$ cat config.mk
export PLATFORM = sky130hd
export DESIGN_NAME = gpio_irq_sel
export DESIGN_NICKNAME = d
export VERILOG_FILES = /design/src/rtl/gpio_irq_pkg.sv /design/src/rtl/gpio_irq_sync.sv /design/src/rtl/gpio_irq_chan.sv /design/src/rtl/gpio_irq_regs.sv /design/src/rtl/gpio_irq_sel.sv
export SDC_FILE = /design/constraint.sdc
export NUM_CORES = 1
export LEC_CHECK = 0
export BUFFER_PORTS_ARGS = -buffer_cell sky130_fd_sc_hd__clkbuf_2
export CORE_MARGIN = 5
export CORE_UTILIZATION = 59
export DETAILED_ROUTE_END_ITERATION = 7
export GPL_ROUTABILITY_DRIVEN = 1
export PLACE_DENSITY_LB_ADDON = 0.12
export SLEW_MARGIN = 20
export SYNTH_ARGS = -nofsm -noshare
export SYNTH_HDL_FRONTEND = slang
export SYNTH_SLANG_ARGS = --single-unit
$ cat constraint.sdc
create_clock -name clk_i -period 3.4 [get_ports clk_i]
set_input_delay 0 -clock clk_i [delete_from_list [all_inputs] [get_ports clk_i]]
set_output_delay 0 -clock clk_i [all_outputs]
set_load 0.05 [all_outputs]
$ cat src/rtl/gpio_irq_pkg.sv
package gpio_irq_pkg;

  localparam int NUM_CH  = 8;
  localparam int CODE_W  = 3;
  localparam int GRP_W   = 4;
  localparam int NUM_GRP = 1 << GRP_W;
  localparam int PAD_W   = NUM_GRP * 8;
  localparam int MASK_W  = NUM_CH + 2;
  localparam int DATA_W  = 32;

  typedef enum logic [2:0] {
    A_TRIG   = 3'd0,
    A_SEL    = 3'd1,
    A_MASK   = 3'd2,
    A_ACK    = 3'd3,
    A_STATUS = 3'd4
  } reg_addr_e;

  typedef enum logic [CODE_W-1:0] {
    TRIG_OFF  = 3'd0,
    TRIG_HIGH = 3'd1,
    TRIG_LOW  = 3'd2
  } trig_code_e;

  function automatic logic [CODE_W-1:0] code_of(
    input logic [NUM_CH*CODE_W-1:0] cfg, input int k);
    return cfg[k*CODE_W +: CODE_W];
  endfunction

  function automatic logic [GRP_W-1:0] group_of(
    input logic [NUM_CH*GRP_W-1:0] sel, input int k);
    return sel[k*GRP_W +: GRP_W];
  endfunction

  function automatic logic level_hit(input logic [CODE_W-1:0] code,
                                     input logic pin);
    logic hit;
    case (code)
      TRIG_HIGH: hit = pin;
      TRIG_LOW:  hit = ~pin;
      default:   hit = 1'b0;
    endcase
    return hit;
  endfunction

endpackage

$ cat src/rtl/gpio_irq_sync.sv
module gpio_irq_sync #(
  parameter int W = 8
) (
  input  logic         clk_i,
  input  logic         rst_ni,
  input  logic [W-1:0] d_i,
  output logic [W-1:0] q_o
);
  logic [W-1:0] stage1_q;
  logic [W-1:0] stage2_q;

  always_ff @(posedge clk_i or negedge rst_ni) begin
    if (!rst_ni) begin
      stage1_q <= '0;
      stage2_q <= '0;
    end else begin
      stage1_q <= d_i;
      stage2_q <= stage1_q;
    end
  end

  assign q_o = stage2_q;
endmodule

$ cat src/rtl/gpio_irq_chan.sv
module gpio_irq_chan
  import gpio_irq_pkg::*;
#(
  parameter int CH = 0
) (
  input  logic              clk_i,
  input  logic              rst_ni,
  input  logic [PAD_W-1:0]  pins_i,
  input  logic [GRP_W-1:0]  group_i,
  input  logic [CODE_W-1:0] code_i,
  input  logic              ack_i,
  output logic              match_o,
  output logic              pending_o
);
  localparam logic [2:0] LANE = 3'(CH);

  logic pin_w;
  logic pending_q;

  assign pin_w   = pins_i[{group_i, LANE}];
  assign match_o = level_hit(code_i, pin_w);

  always_ff @(posedge clk_i or negedge rst_ni) begin
    if (!rst_ni) pending_q <= 1'b0;
    else         pending_q <= (pending_q & ~ack_i) | match_o;
  end

  assign pending_o = pending_q;
endmodule

$ cat src/rtl/gpio_irq_regs.sv
module gpio_irq_regs
  import gpio_irq_pkg::*;
(
  input  logic                     clk_i,
  input  logic                     rst_ni,
  input  logic                     wr_en_i,
  input  logic [2:0]               addr_i,
  input  logic [DATA_W-1:0]        wdata_i,
  input  logic [NUM_CH-1:0]        pending_i,
  output logic [DATA_W-1:0]        rdata_o,
  output logic [NUM_CH*CODE_W-1:0] trig_o,
  output logic [NUM_CH*GRP_W-1:0]  sel_o,
  output logic [MASK_W-1:0]        mask_o,
  output logic [NUM_CH-1:0]        ack_o
);
  localparam int TRIG_W = NUM_CH * CODE_W;
  localparam int SEL_W  = NUM_CH * GRP_W;

  logic [TRIG_W-1:0] trig_q;
  logic [SEL_W-1:0]  sel_q;
  logic [MASK_W-1:0] mask_q;
  logic [NUM_CH-1:0] status_w;

  always_ff @(posedge clk_i or negedge rst_ni) begin
    if (!rst_ni) begin
      trig_q <= '0;
      sel_q  <= '0;
      mask_q <= '0;
    end else if (wr_en_i) begin
      case (addr_i)
        A_TRIG: trig_q <= wdata_i[TRIG_W-1:0];
        A_SEL:  sel_q  <= wdata_i[SEL_W-1:0];
        A_MASK: mask_q <= wdata_i[MASK_W-1:0];
        default: ;
      endcase
    end
  end

  assign ack_o    = (wr_en_i && addr_i == A_ACK) ? wdata_i[NUM_CH-1:0] : '0;
  assign status_w = pending_i & mask_q[NUM_CH-1:0];

  always_comb begin
    rdata_o = '0;
    case (addr_i)
      A_TRIG:   rdata_o = DATA_W'(trig_q);
      A_SEL:    rdata_o = DATA_W'(sel_q);
      A_MASK:   rdata_o = DATA_W'(mask_q);
      A_STATUS: rdata_o = DATA_W'(status_w);
      default:  rdata_o = '0;
    endcase
  end

  assign trig_o = trig_q;
  assign sel_o  = sel_q;
  assign mask_o = mask_q;
endmodule

$ cat src/rtl/gpio_irq_sel.sv
module gpio_irq_sel
  import gpio_irq_pkg::*;
#(
  parameter int NUM_PORTS  = 4,
  parameter int PORT_BYTES = 4
) (
  input  logic                            clk_i,
  input  logic                            rst_ni,
  input  logic [NUM_PORTS*PORT_BYTES*8-1:0] pins_i,
  input  logic                            wr_en_i,
  input  logic [2:0]                      addr_i,
  input  logic [31:0]                     wdata_i,
  output logic [31:0]                     rdata_o,
  output logic [1:0]                      aux_en_o,
  output logic                            irq_o
);
  localparam int NUM_PINS = NUM_PORTS * PORT_BYTES * 8;

  logic [NUM_PINS-1:0]        pins_sync_w;
  logic [PAD_W-1:0]           pins_pad_w;
  logic [NUM_CH*CODE_W-1:0]   trig_w;
  logic [NUM_CH*GRP_W-1:0]    sel_w;
  logic [MASK_W-1:0]          mask_w;
  logic [NUM_CH-1:0]          ack_w;
  logic [NUM_CH-1:0]          match_w;
  logic [NUM_CH-1:0]          pending_w;
  logic                       irq_q;

  gpio_irq_sync #(.W(NUM_PINS)) u_sync (
    .clk_i  (clk_i),
    .rst_ni (rst_ni),
    .d_i    (pins_i),
    .q_o    (pins_sync_w)
  );

  assign pins_pad_w = PAD_W'(pins_sync_w);

  gpio_irq_regs u_regs (
    .clk_i     (clk_i),
    .rst_ni    (rst_ni),
    .wr_en_i   (wr_en_i),
    .addr_i    (addr_i),
    .wdata_i   (wdata_i),
    .pending_i (pending_w),
    .rdata_o   (rdata_o),
    .trig_o    (trig_w),
    .sel_o     (sel_w),
    .mask_o    (mask_w),
    .ack_o     (ack_w)
  );

  for (genvar k = 0; k < NUM_CH; k++) begin : g_chan
    gpio_irq_chan #(.CH(k)) u_chan (
      .clk_i     (clk_i),
      .rst_ni    (rst_ni),
      .pins_i    (pins_pad_w),
      .group_i   (group_of(sel_w, k)),
      .code_i    (code_of(trig_w, k)),
      .ack_i     (ack_w[k]),
      .match_o   (match_w[k]),
      .pending_o (pending_w[k])
    );
  end

  always_ff @(posedge clk_i or negedge rst_ni) begin
    if (!rst_ni) irq_q <= 1'b0;
    else         irq_q <= |(pending_w & mask_w[NUM_CH-1:0]);
  end

  assign irq_o    = irq_q;
  assign aux_en_o = mask_w[MASK_W-1:NUM_CH];
endmodule

==> results.yml <==
setup_path:
  critPathBufInv: 1
  worstPathRequired_ns: 3.40
  reg2reg_depth: 3
  reg2reg_setup_slack_ns: 1.26
  cp.arrival_ns: 2.15
  path_class: "reg -> out"
  crit_path_start_kind: "flop"
  end_kind: "output pin"
  cp_slowest_cell: "dfrtp_1"
  path_max_fanout: 6
  slowest_delay_ns: 0.56
  timing.rr.end: "g_chan[6].u_chan.pending_o"
  critPathTopFamily: "flip-flops"
  cp_cell_sequence: "mux2i_1 > o32ai_1 > clkbuf_2"
  worstReg2RegStart: "u_regs.sel_o[26]"
outcome:
  status: "finished clean"
drt:
  via_per_inst: 5.29
  routed_wl_um: 25500
  drc: 0
  num_vias: 6564
  antenna_left: 0
  first_iter_violations: 367
  dr.pass1.iters: 4
  wl_per_cell_um: 20.6
clock_tree:
  clock_path_buffers: 3
  cts-htree-levels: 1
  cts_made_buffers: 31
  ctsHoldBuffers: 161
  post_cts_buffers: 0
  cts-resized-gates: 0
  clk_pin_slew_ns: 0.07
  tritoncts: "yes"
  cts-root-buf: "clkbuf_16"
  clock_sinks: 331
  insertion_delay_ns: 0.55
power_and_ir_drop:
  cellPowerDensity_nw_per_um2: 628
  p_leak_nw: 6.91
  peakVddDrop_v: 0.000428
sta:
  setup_slack_ns: 1.25
  period_share_pct: 63.1
  tightest_slew_ns: 0.934
  fmax_mhz: 466
  worst_hold_slack_ns: 0.0505
  rsz0062_at_grt: "false"
  setup_viol: 0
  relSlewSlack_pct: 37.4
  period_needed_ns: 2.15
  clock-skew-final_ns: 0.0160
  hold_violations: 0
  tns_ns: 0
  drv_slew: 0
yosys:
  yosys-top-cells-area: "dfrtp_1 (75%), mux2_2 (7.0%), mux4_2 (5.7%)"
  synth_ff_type: "dfrtp_1"
  syn_nets: 777
  async_flop_share_pct: 100
  synth_area_um2: 11100
  synth_cell_type_count: 33
  synth-seq-cells: 331
  yosysWarnings: 0
  seq_area_frac_synth_pct: 74.9
  synth_edf_count: 0
  syn_area_per_cell_um2: 18.1
  yosys.area.top_type: "dfrtp_1"
  netlist.area_leader.share_pct: 74.9
  synthCells: 611
layout:
  drive_above_1_share_pct: 35.5
  area_delta_synth_final_pct: 35.3
  layout_commonest_cell: "dfrtp_1"
  diodes: 0
  stdcell_area_um2: 15000
  final_cell_mix: "dfrtp_1 (331), clkbuf_2 (199), dlygate4sd3_1 (161), mux2_2 (69), clkbuf_16 (31)"
  fin_nets: 1150
  instances_no_fill: 1241
floorplan:
  pin_count: 201
  die_x_um: 147
  die_area_um2: 21600
  coreArea_um2: 18600
  fp.dieH_um: 147
  num_rows: 50
  initial_utilization_pct: 59.6
grt:
  grt_pass1_vias: 7526
  grt_max_degree: 116
  globalRouteOverflowTotal: 0
  grt_pass1_wl_um: 41400
  grtUsageTotal_pct: 24.6
  antenna_found_initial: 0
min_path:
  min_path_cells: 4
  hold_end: "u_regs.mask_o[6]"
  hp-class: "in -> reg"
  hp-start: "wr_en_i"
place:
  placedCellCount: 1024
  dp_hpwl_um: 15400
  post-place-ws_ns: 1.21
  dpl-instance-area_um2: 12300
  io_buffers: 200
  gp_congestion: 0.841
flow_run:
  max-cap-violations: 0
worst min-delay path, delay by kind of cell:
| kind | cells | cell delay, ns |
|---|---|---|
| buffers and inverters | 1 | 0.11 |
| multiplexers | 1 | 0.25 |
| AND/OR/NAND/NOR | 2 | 0.21 |
where the power goes:
part | total (mW) | switching, mW | internal [mW]
clock network | 3.46 | 1.39 | 2.07
registers | 4.66 | 0.352 | 4.30
logic | 1.29 | 0.583 | 0.708
cells in the mapped netlist, drive strengths merged (5+ instances only):
master,count
nand2b,10
clkbuf,12
inv,5
mux4,34
o311ai,6
mux2,70
a21oi,9
mux2i,25
a221o,7
a22o,15
nor3b,7
and3,9
nand2,17
buf,16
dfrtp,331
nor2b,7
nor3,11
registers in the layout (all words and copies together) (netlist names):
name,flops
u_sync.stage1_q,128
u_regs.trig_o,24
irq_o,1
u_sync.q_o,128
u_regs.mask_o,10
u_regs.sel_o,32
g_chan.u_chan.pending_o,8
worst max-delay path by stage:
stage | from | endpoint | slack [ns] | cells after the start
floorplan | u_regs.sel_o[8] | g_chan[2].u_chan.pending_o | 1.52 | 4
global placement | u_regs.sel_o[8] | g_chan[2].u_chan.pending_o | 1.28 | 3
detailed placement | addr_i[0] | u_regs.trig_o[21] | 1.21 | 6
CTS | u_regs.sel_o[8] | g_chan[2].u_chan.pending_o | 1.24 | 3
global route | addr_i[0] | rdata_o[7] | 1.11 | 6
finish | u_regs.sel_o[4] | rdata_o[4] | 1.25 | 3
metrics by stage:
stage | util, % | total power, mW
4_1_cts | 80.6 | 9.45
5_1_grt | 80.6 | 9.81
3_3_place_gp | 66.3 | 5.80
6_report | 80.6 | 9.41
3_5_place_dp | 66.3 | 5.86
2_1_floorplan | - | 5.40
cell families after synthesis:
logic type,Yosys count,share of synthesized area (%)
muxes,129,16.5
DFF,331,74.9
buffers and inverters,33,1.45
AOI/OAI and AO/OA,43,3.14
and+or+nand+nor,75,4.05
area by class of cell:
cell class                 instances  area [µm²]
sequential                       331        8280
clock inverter                    13         175
inverter                           5        18.8
fill                            1009        3610
multi-input combinational        247        2630
tap                              234         293
timing repair buffer             368        2710
clock buffer                      43         861
routing by layer:
metal	vias to the layer above	GRT usage, %	wire length, µm
met1	3402	32.1	10000
met2	186	44.1	13800
met3	40	3.76	1170
met4	0	6.10	532
met5	-	0	0
li1	2936	-	-
No activity file was read; power rests on OpenSTA's default activity.
